<file path="src/rtl/batch_sched.sv">
module batch_sched #(
  parameter int NQ  = 8,
  parameter int NT  = 4,
  parameter int RW  = 8,
  parameter int AW  = 6,
  parameter int CAP = 2,
  localparam int IW = $clog2(NQ),
  localparam int TW = $clog2(NT),
  localparam int CW = $clog2(NQ + 1)
) (
  input  logic          clk,
  input  logic          rst_n,
  input  logic          req_valid,
  input  logic [TW-1:0] req_thread,
  input  logic [RW-1:0] req_row,
  input  logic          bank_ready,
  output logic          grant_valid,
  output logic [IW-1:0] grant_idx,
  output logic [RW-1:0] grant_row
);

  logic [NQ-1:0] valid, mark, mark_new, hit;
  logic [TW-1:0] thr [NQ];
  logic [RW-1:0] row [NQ];
  logic [AW-1:0] age [NQ];
  logic [RW-1:0] open_row;
  logic [CW-1:0] cnt [NT];
  logic [IW-1:0] win, slot;
  logic          have_batch, form, fire, full;

  assign have_batch = |(valid & mark);
  assign form       = bank_ready && !have_batch && (|valid);
  assign fire       = bank_ready && have_batch;
  assign full       = &valid;

  always_comb
    for (int i = 0; i < NQ; i++) hit[i] = (row[i] == open_row);

  always_comb
    for (int t = 0; t < NT; t++) begin
      cnt[t] = '0;
      for (int i = 0; i < NQ; i++)
        if (valid[i] && mark[i] && thr[i] == TW'(t)) cnt[t] = cnt[t] + CW'(1);
    end

  always_comb
    for (int i = 0; i < NQ; i++) begin
      int n;
      n = 0;
      for (int j = 0; j < NQ; j++)
        if (j != i && valid[j] && thr[j] == thr[i] &&
            (age[j] > age[i] || (age[j] == age[i] && j < i)))
          n++;
      mark_new[i] = valid[i] && (n < CAP);
    end

  always_comb begin
    slot = '0;
    for (int i = NQ - 1; i >= 0; i--)
      if (!valid[i]) slot = IW'(i);
  end

  always_comb begin
    win = '0;
    for (int i = 1; i < NQ; i++) begin
      logic take;
      if (!valid[win])                take = valid[i];
      else if (!valid[i])             take = 1'b0;
      else if (mark[i] != mark[win])  take = mark[i];
      else if (hit[i] != hit[win])    take = hit[i];
      else if (thr[i] != thr[win])
        take = (cnt[thr[i]] < cnt[thr[win]]) ||
               (cnt[thr[i]] == cnt[thr[win]] && thr[i] < thr[win]);
      else                            take = age[i] > age[win];
      if (take) win = IW'(i);
    end
  end

  always_ff @(posedge clk or negedge rst_n)
    if (!rst_n) begin
      valid       <= '0;
      mark        <= '0;
      open_row    <= '0;
      grant_valid <= 1'b0;
      grant_idx   <= '0;
      grant_row   <= '0;
      for (int i = 0; i < NQ; i++) begin
        thr[i] <= '0;
        row[i] <= '0;
        age[i] <= '0;
      end
    end else begin
      grant_valid <= fire;
      for (int i = 0; i < NQ; i++)
        if (valid[i] && age[i] != '1) age[i] <= age[i] + AW'(1);
      if (form) mark <= mark_new;
      if (fire) begin
        grant_idx  <= win;
        grant_row  <= row[win];
        open_row   <= row[win];
        valid[win] <= 1'b0;
        mark[win]  <= 1'b0;
      end
      if (req_valid && !full) begin
        valid[slot] <= 1'b1;
        mark[slot]  <= 1'b0;
        thr[slot]   <= req_thread;
        row[slot]   <= req_row;
        age[slot]   <= '0;
      end
    end


  gnt_needs_ready_chk: assert property (@(posedge clk) disable iff (!rst_n)
    grant_valid |-> $past(bank_ready));


  gnt_frees_slot_chk: assert property (@(posedge clk) disable iff (!rst_n)
    grant_valid |-> !valid[grant_idx]);


  batch_first_chk: assert property (@(posedge clk) disable iff (!rst_n)
    fire |-> mark[win]);

  generate
    for (genvar t = 0; t < NT; t++) begin : g_thr

      tag_cap_chk: assert property (@(posedge clk) disable iff (!rst_n)
        cnt[t] <= CW'(CAP));
    end
    for (genvar q = 0; q < NQ; q++) begin : g_ent

      batch_when_drained_chk: assert property (@(posedge clk) disable iff (!rst_n)
        $rose(mark[q]) |-> !$past(have_batch));
    end
  endgenerate

endmodule

</file>
<file path="config.mk">
export PLATFORM = sky130hd
export DESIGN_NAME = batch_sched
export DESIGN_NICKNAME = d
export VERILOG_FILES = /design/src/rtl/batch_sched.sv
export SDC_FILE = /design/constraint.sdc
export NUM_CORES = 1
export LEC_CHECK = 0
export ABC_AREA = 1
export BUFFER_PORTS_ARGS = -buffer_cell sky130_fd_sc_hd__buf_2
export CAP_MARGIN = 5
export CORE_MARGIN = 10
export CORE_UTILIZATION = 30
export DETAILED_ROUTE_END_ITERATION = 8
export GPL_TIMING_DRIVEN = 0
export HOLD_SLACK_MARGIN = 0.02
export PLACE_DENSITY_LB_ADDON = 0.05
export SYNTH_ARGS = -nofsm -noshare
export SYNTH_HDL_FRONTEND = slang
export SYNTH_SLANG_ARGS = --single-unit
</file>
<file path="constraint.sdc">
create_clock -name clk -period 47.6 [get_ports clk]
set_input_delay 2.38 -clock clk [delete_from_list [all_inputs] [get_ports clk]]
set_output_delay 2.38 -clock clk [all_outputs]
set_load 0.02 [all_outputs]
</file>
==> run metrics, run 1 <==
gate count after technology mapping approximately 3700; most common cell after layout, fill and taps aside nand2_1; fraction of the cycle the final worst path needs 0.6189; Req. time, crit path about 48 ns; routed len/inst 22.44 um; Metal-1 WL 51820 um; RSZ-0062 raised after global routing no; Starting Density 0.3022; leading register cell type out of synthesis dfrtp_1; total count of hold-check failures in the final report 0; top library cells by usage in the layout, fill and taps aside 988 x nand2_1, 535 x inv_1, 338 x ha_1; YS warnings 0; number of vias in the routed layout between 20000 and 30000; biggest area contributors in the synthesized netlist ha_1 18%, dfrtp_1 17%, nand2_1 16%, inv_1 8.6%, o21ai_0 6.7%; final net count 4100; buffer depth of the longest clock path 2; global router's overall resource usage 0.2352; top-level port count 26; met3 wirelength from detailed routing about 6600 um; Detailed Routing Iterations Pass 1 6; layout cell share with drive strength beyond 1 0.04759; layout-stage area growth over the synthesis result 8.872%; root buffer cell clkbuf_16; height of the die between 200 and 300 um; final-report setup violation count 0; Remaining DRCs 0; synthesized area approximately 23000 um2; maximum number of pins on one net before global-route repair between 80 and 90; worst hold path class reg2reg; maximum clock rate around 34 MHz; worst-margin pin slew 1.264 ns; area of the core between 70000 and 80000 um2; detailed-route vias per instance about 5.2; register clock-pin slew on the reported worst setup and hold paths approximately 0.080 ns; Post-Route WL ~110000 um; FFs w/ async S/R, synth 1.000; Slew Limit Headroom 0.1483; cell type contributing the most total cell area after synthesis ha_1; Setup Total Neg Slack 0 ns; flops & latches, synth 156; count of instances resized after the clock tree is built 0; highest layer used for signal routing met5; Critical Path Max Stage Delay about 0.9 ns; top cell type's share of synthesized area 0.1810; buffers added on ports 24; number of pins exceeding their max-slew limit in the final report 0; Iter 0 DRT Violations ~2400; Overflow after GRT 0; CTS buffer count 17; number of max-cap violations 0; via count of the first global-routing pass around 23000; filler cell count a little under 9000; sequential fraction of the synthesis area 0.1671; clock tree from TritonCTS done; number of flops mapped to enable cells by yosys 0; critical path class reg2reg; wire length of the first global-routing pass approximately 160000 um; clock latency on the worst-skew pair 0.49 ns; number of sinks driven by the clock tree around 160; Mapped Nets 4055; met2 WL 46610 um; clk_skew approximately 0.013 ns; HPWL after DPL roughly 84000 um; post-CTS setup-driven buffer insertion count 0; Setup crit start kind flop; Horiz. Die Dim approximately 300 um; status finished, final reports clean; H-tree depth reported by CTS 4; arrival time at the worst endpoint approximately 30 ns; Critical Path End Type flop; CTS hold repair buffers 0; time the worst path needs with I/O delays and setup about 29 ns; Post-DRT Antenna Nets 0; maximum fanout encountered on the critical timing path 10; number of library cell types mapped by synthesis 65; standard-cell rows 102; most frequent cell on the critical path nand2_1; post-synthesis area per instance 6.311 um2; Die Footprint 89460 um2; placer's final routability congestion estimate between 0.9 and 1; number of antenna violations at the first check in global routing 6; slowest cell on the critical path o32ai_1
## Yosys cell counts, drive strengths merged (4+ instances only)
cell     instances
clkinv          16
or2             17
nand3          166
buf             42
a31o             4
a21o             7
xor2            76
o2111ai         10
nand4           71
xnor2           46
a311o           17
o21bai          11
a31oi           35
a221oi          13
clkbuf          61
o31ai            5
ha             338
nor2           330
nand3b           7
a211oi          13
inv            550
and2             4
a2111oi          4
o22ai           38
a221o           11
o221ai           6
o211ai          26
o221a            4
a21oi          201
o21ai          325
dfrtp          156
nor4            24
nor3            31
mux2             5
nand2         1013
## path summary, 6_finish.rpt
check	start	to	slack [ns]	depth (start not counted)
max	thr[13]$_DFFE_PN0P_	open_row[3]$_DFFE_PN0P_	18.14	157
max in group asynchronous	rst_n	row[25]$_DFFE_PN0P_	44.77	2
max reg2reg	thr[13]$_DFFE_PN0P_	open_row[3]$_DFFE_PN0P_	18.14	157
min	grant_idx[0]$_DFFE_PN0P_	grant_idx[0]$_DFFE_PN0P_	0.49	2
min reg2reg	grant_idx[0]$_DFFE_PN0P_	grant_idx[0]$_DFFE_PN0P_	0.49	2
min in group asynchronous	rst_n	age[33]$_DFF_PN0_	1.89	1
## flip-flops by register name (all words and copies together), names as in the netlist
| register | count |
|---|---|
| row | 64 |
| grant_idx | 3 |
| thr | 16 |
| mark | 8 |
| age | 48 |
| valid | 8 |
| open_row | 8 |
| grant_valid | 1 |
## metrics by stage
stage,setup WS [ns],instance area (um2),util,instances,hold slack (ns)
2_1_floorplan,28.24,23370,-,3703,0.4746
3_3_place_gp,18.39,24790,0.3205,4767,0.4711
3_5_place_dp,18.52,24840,0.3212,4769,0.4700
4_1_cts,18.41,25440,0.3289,4801,0.4967
5_1_grt,15.89,25440,0.3289,4801,0.5380
6_report,18.14,25440,0.3290,4802,0.4941
## worst max-delay path, delay by kind of cell (launching register included)
kind,cells,cell delay [ns]
flops,1,0.41
xor+xnor,1,0.73
compound gates,44,10.78
fa+ha+maj,11,2.88
simple gates,72,7.94
buf+inv,29,6.50
## cell families (layout without fill, tap and decap cells)
logic type                 after synthesis  in the layout  synth area share
muxes                                    5              5          0.002409
AOI/OAI and AO/OA                      745            745            0.1866
other                                    0              1                 0
DFF                                    156            156            0.1671
and+or+nand+nor                       1668           1668            0.3009
adders and majority gates              338            338            0.1810
xor gates and xnor gates               122            122           0.04572
buffers and inverters                  669            727            0.1163
## final cells by class
class | instances | area, um2 | area share
sequential | 156 | 3904 | 0.1534
buffer | 103 | 571.8 | 0.02247
antenna | 1 | 2.502 | 0.00009836
tap | 1040 | 1301 | 0.05115
inverter | 566 | 2147 | 0.08439
multi-input combinational | 2878 | 16750 | 0.6583
clock buffer | 17 | 425.4 | 0.01672
clock inverter | 15 | 175.2 | 0.006885
timing repair buffer | 26 | 167.7 | 0.006590
## per-layer routing
layer	track usage	vias to the layer above
met1	0.3369	11710
met5	0	-
met2	0.3657	825
met4	0.06561	2
met3	0.02840	115
li1	-	12410
Power of run 1 is not shown: default switching activity piles up to over one toggle a cycle in this logic, so the estimate is an artifact.
==> run 2: changes to the inputs <==
clock period = 24.7 ns   (was 47.6 ns; I/O delays follow)
==> run 2 against run 1 <==
Net effect:
- first-iteration DRC count decreased by 12%
- register-to-register slack got worse by 17 ns
- non-clock buffer count increased by 21
- clock-buffer cell count unchanged
- critical path type unchanged
- highest routed layer is now met4
==> run metrics, run 2 (synthesized netlist as in run 1, its figures left out) <==
final worst-path setup slack 1.404 ns (-16.74 ns); fraction of the cycle the final worst path needs 0.9432 (+0.3243); buffers added on ports 24 (unchanged); number of pins exceeding their max-slew limit in the final report 0 (unchanged); clock latency on the worst-skew pair 0.48 ns (about the same); buffer depth of the longest clock path 2 (unchanged); worst hold path class reg2reg; Placed Cells 4769 (unchanged); top cell family by delay on the critical path simple AND/OR/NAND/NOR gates; Remaining DRCs 0 (unchanged); layout-stage area growth over the synthesis result 11.77%; Setup crit start kind flop; Critical Path Max Stage Delay 0.49 ns (-0.42 ns); filler cell count 8682 (-0.73%); number of antenna violations at the first check in global routing 2 (-4); via count of the first global-routing pass 23310 (+0.16%); register clock-pin slew on the reported worst setup and hold paths 0.08 ns (about the same); Slew Limit Headroom 0.1448 (-0.003504); total count of hold-check failures in the final report 0 (unchanged); Critical Path End Type flop; Largest Register row; arrival time at the worst endpoint 23.70 ns (-6.14 ns); CTS buffer count 17 (unchanged); largest registers row: 64 flops, age: 48 flops, thr: 16 flops; final net count 4121 (+0.51%); Horiz. Die Dim 299.1 um (unchanged); critical path class reg2reg; worst-margin pin slew 1.271 ns (+0.006895 ns); clk_skew 0.01251 ns (-0.0004462 ns); Req. time, crit path 25.11 ns (-22.87 ns); H-tree depth reported by CTS 4 (unchanged); number of vias in the routed layout 25120 (+0.24%); routed len/inst 22.42 um (about the same); area of the core 77340 um2 (unchanged); HPWL after DPL 84220 um (unchanged); post-layout instance count excluding filler cells 4822 (+0.42%); global router's overall resource usage 0.2354 (about the same); root buffer cell clkbuf_16; status finished, final reports clean; maximum clock rate 42.93 MHz (+26%); maximum fanout encountered on the critical timing path 10 (unchanged); Iter 0 DRT Violations 2080 (-12%); standard-cell rows 102 (unchanged); Overflow after GRT 0 (unchanged); time the worst path needs with I/O delays and setup 23.30 ns (-6.162 ns); max FFs per register 64 (unchanged); final-report setup violation count 0 (unchanged); Post-DRT Antenna Nets 0 (unchanged); placer's final routability congestion estimate 0.9355 (unchanged); most common cell after layout, fill and taps aside nand2_1; maximum number of pins on one net before global-route repair 87 (unchanged); clock tree from TritonCTS done; slowest cell on the critical path o32ai_4; count of inserted antenna diode cells 0 (-1); post-place setup slack -4.377 ns (-22.90 ns); top library cells by usage in the layout, fill and taps aside 975 x nand2_1, 528 x inv_1, 338 x ha_1; Die Footprint 89460 um2 (unchanged); most frequent cell on the critical path nand2_1; Detailed Routing Iterations Pass 1 6 (unchanged); top-level port count 26 (unchanged); CP bufs+invs 28 (-3.4%); final core utilization 0.3377 (+0.008769); Starting Density 0.3022 (unchanged); Post-Route WL 108100 um (+0.35%); number of sinks driven by the clock tree 156 (unchanged); height of the die 299.1 um (unchanged); layout cell share with drive strength beyond 1 0.08197 (+0.03437); number of max-cap violations 0 (unchanged); area of the multi-input gates 17150 um2 (+2.4%); detailed-route vias per instance 5.210 (-0.18%); sequential cell area in the final layout 3905 um2 (about the same); wire length of the first global-routing pass 159000 um (+0.39%)
[run 2: final cells by class]
type / instances / share of cell area
buffer: 99 / 0.02419
tap: 1040 / 0.04982
multi-input combinational: 2878 / 0.6565
timing repair buffer: 51 / 0.01360
sequential: 156 / 0.1495
inverter: 566 / 0.08340
clock buffer: 17 / 0.01629
clock inverter: 15 / 0.006706
[run 2: layer usage]
layer | part of all wire | vias to the layer above | track usage
li1 | - | 12450 | -
met1 | 0.48 | 11790 | 0.3400
met2 | 0.44 | 786 | 0.3706
met3 | 0.057 | 103 | 0.02263
met4 | 0.024 | 0 | 0.05704
met5 | 0 | - | 0
[run 2: what timing repair did]
item / in CTS / in global routing
pin swaps: 0 / 12
setup buffers: 0 / 25
endpoints found under the hold margin: 0 / 0
setup endpoints to repair: 27 / 27
hold buffers: 0 / 0
resized for setup: 57 / 144
[run 2: tightest hold or removal path, stage by stage, from the launching register on]
cell     delay [ns]
dfrtp_1        0.35
nand2_1        0.05
nand2_1        0.06
[run 2: worst paths after layout]
path                                          startpoint  depth (start not counted)  slack [ns]                       end
worst max-delay path                 thr[12]$_DFFE_PN0P_                        152        1.40   open_row[4]$_DFFE_PN0P_
worst max register to register       thr[12]$_DFFE_PN0P_                        152        1.40   open_row[4]$_DFFE_PN0P_
max in group asynchronous                          rst_n                          2       23.01       row[32]$_DFFE_PN0P_
worst min register to register  grant_idx[0]$_DFFE_PN0P_                          2        0.49  grant_idx[0]$_DFFE_PN0P_
worst min-delay path            grant_idx[0]$_DFFE_PN0P_                          2        0.49  grant_idx[0]$_DFFE_PN0P_
min in group asynchronous                          rst_n                          1        0.75         age[33]$_DFF_PN0_
[run 2: stage by stage]
stage          TNS [ns]  hold WS [ns]  instance area, um2
4_1_cts               0        0.4967               25620
3_3_place_gp    -110.10        0.4711               24790
3_5_place_dp    -104.87        0.4700               24840
5_1_grt        -0.08345        0.5380               26120
6_report              0        0.4895               26120
2_1_floorplan         0        0.4746               23370
Power of run 2 is left out for the same reason.
==> run 3: changes to the inputs <==
REMOVE_ABC_BUFFERS = 1   (was default)
==> run 3 against run 2 <==
Net effect:
- final area rose by 0.54%
- clock-buffer cell count did not move
- register-to-register slack improved by 0.07 ns
- clock skew rose by 0.0032 ns
- utilization rose by 0.18 points
- via count fell by 0.86%
- fmax rose by 0.29%
- flip-flop and latch count did not move
==> run metrics, run 3 (synthesized netlist as in run 1, its figures left out) <==
total count of hold-check failures in the final report 0 (unchanged); Setup Total Neg Slack 0 ns (unchanged); wire length of the first global-routing pass 155000 um (-2.5%); HPWL after DPL 78110 um (-7.3%); Critical Path Max Stage Delay 0.58 ns (+0.09 ns); Post-Route WL 105600 um (-2.3%); time the worst path needs with I/O delays and setup 23.23 ns (-0.06840 ns); fraction of the cycle the final worst path needs 0.9404 (-0.002769); most common cell after layout, fill and taps aside nand2_1; global router's overall resource usage 0.2283 (-0.007072); number of pins exceeding their max-slew limit in the final report 0 (unchanged); final net count 4081 (-0.97%); Setup crit start kind flop; Iter 0 DRT Violations 2360 (+13%); Starting Density 0.3022 (unchanged); number of vias in the routed layout 24910 (-0.86%); critical path class reg2reg; register clock-pin slew on the reported worst setup and hold paths 0.08 ns (about the same); Slew Limit Headroom 0.1544 (+0.009553); worst hold path class reg2reg; filler cell count 8733 (+0.59%); buffer depth of the longest clock path 2 (unchanged); detailed-route vias per instance 5.208 (about the same); arrival time at the worst endpoint 23.59 ns (-0.11 ns); final-report setup violation count 0 (unchanged); Largest Register row; clock tree from TritonCTS done; post-place setup slack -5.616 ns (-1.240 ns); Post-DRT Antenna Nets 0 (unchanged); clock latency on the worst-skew pair 0.48 ns (about the same); Die Footprint 89460 um2 (unchanged); status finished, final reports clean; Overflow after GRT 0 (unchanged); via count of the first global-routing pass 23390 (+0.35%); layout-stage area growth over the synthesis result 12.38%; number of max-cap violations 0 (unchanged); area of the core 77340 um2 (unchanged); maximum clock rate 43.05 MHz (+0.29%); most frequent cell on the critical path nand2_1; layout cell share with drive strength beyond 1 0.08471 (+0.002747); top library cells by usage in the layout, fill and taps aside 972 x nand2_1, 523 x inv_1, 338 x ha_1; number of antenna violations at the first check in global routing 1 (-1); maximum fanout encountered on the critical timing path 22 (+12); Detailed Routing Iterations Pass 1 6 (unchanged); slowest cell on the critical path dfrtp_4; number of sinks driven by the clock tree 156 (unchanged); H-tree depth reported by CTS 4 (unchanged); Critical Path End Type flop; standard-cell rows 102 (unchanged); largest registers row: 64 flops, age: 48 flops, thr: 16 flops; Req. time, crit path 25.07 ns (-0.04 ns); placer's final routability congestion estimate 0.9081 (-2.9%); buffers added on ports 25 (+4.2%); Remaining DRCs 0 (unchanged); count of inserted antenna diode cells 0 (unchanged); max FFs per register 64 (unchanged); minimum hold slack 0.5207 ns (+0.03123 ns); worst-margin pin slew 1.236 ns (-0.03458 ns); root buffer cell clkbuf_16; Horiz. Die Dim 299.1 um (unchanged); clk_skew 0.01567 ns (+0.003153 ns); height of the die 299.1 um (unchanged); maximum number of pins on one net before global-route repair 84 (-3.4%); routed len/inst 22.09 um (-1.5%); CTS buffer count 17 (unchanged); top-level port count 26 (unchanged); final worst-path setup slack 1.472 ns (+0.06840 ns)
run 3: cell count changes in the layout (fill, tap and decap cells not counted), moves of 7 or more:
cell | previous run | this run
clkbuf_1 | 33 | 0
buf_4 | 39 | 64
buf_6 | 15 | 1
nand2_8 | 1 | 15
clkbuf_4 | 13 | 0
buf_2 | 35 | 24
dfrtp_1 | 155 | 146
clkbuf_2 | 7 | 0
clkinvlp_4 | 6 | 13
run 3: metrics by stage:
stage / std cells / cell area [um2] / util
finish: 4782 / 26260 / 0.3396
global placement: 4665 / 24220 / 0.3132
floorplan: 3600 / 22800 / -
CTS: 4726 / 25490 / 0.3296
global route: 4782 / 26260 / 0.3396
detailed placement: 4675 / 24410 / 0.3156
run 3: worst paths after layout:
check / end / slack (ns) / start / depth (start not counted)
worst max register to register: mark[1]$_DFF_PN0_ / 1.47 / thr[15]$_DFFE_PN0P_ / 147
worst min-delay path: row[58]$_DFFE_PN0P_ / 0.52 / row[58]$_DFFE_PN0P_ / 2
worst min register to register: row[58]$_DFFE_PN0P_ / 0.52 / row[58]$_DFFE_PN0P_ / 2
worst max-delay path: mark[1]$_DFF_PN0_ / 1.47 / thr[15]$_DFFE_PN0P_ / 147
min in group asynchronous: age[43]$_DFF_PN0_ / 0.76 / rst_n / 1
max in group asynchronous: thr[13]$_DFFE_PN0P_ / 23.00 / rst_n / 2
run 3: worst max-delay path: cells and delay by family (launching register included):
kind,cells,cell delay (ns)
buffers and inverters,17,2.07
xor gates and xnor gates,2,0.48
adders and majority gates,11,3.03
and+or+nand+nor,75,9.78
AOI/OAI and AO/OA,42,7.13
DFF,1,0.58
run 3: what timing repair did:
action | in CTS | in global routing
hold endpoints to repair | 0 | 0
gates cloned | 4 | 6
endpoints found under the setup margin | 27 | 27
pin swaps | 7 | 13
gates resized for setup | 74 | 88
setup buffers | 15 | 50
hold buffers | 0 | 0
run 3: routing by layer:
layer / vias up / wire [um] / GRT usage
met3: 117 / 6005 / 0.02415
met4: 0 / 2691 / 0.05799
met1: 11660 / 49910 / 0.3214
met5: - / 0 / 0
li1: 12360 / - / -
met2: 772 / 47040 / 0.3670
run 3: layout make-up:
cell class	instances	area, um2	share of cell area
Tap cell	1040	1301	0.04955
Clock buffer	17	425.4	0.01620
Timing Repair Buffer	100	812.0	0.03092
Inverter	566	2205	0.08395
Sequential cell	156	3929	0.1496
Multi-Input combinational cell	2888	17420	0.6632
Clock inverter	15	173.9	0.006623
Power of run 3 is left out for the same reason.
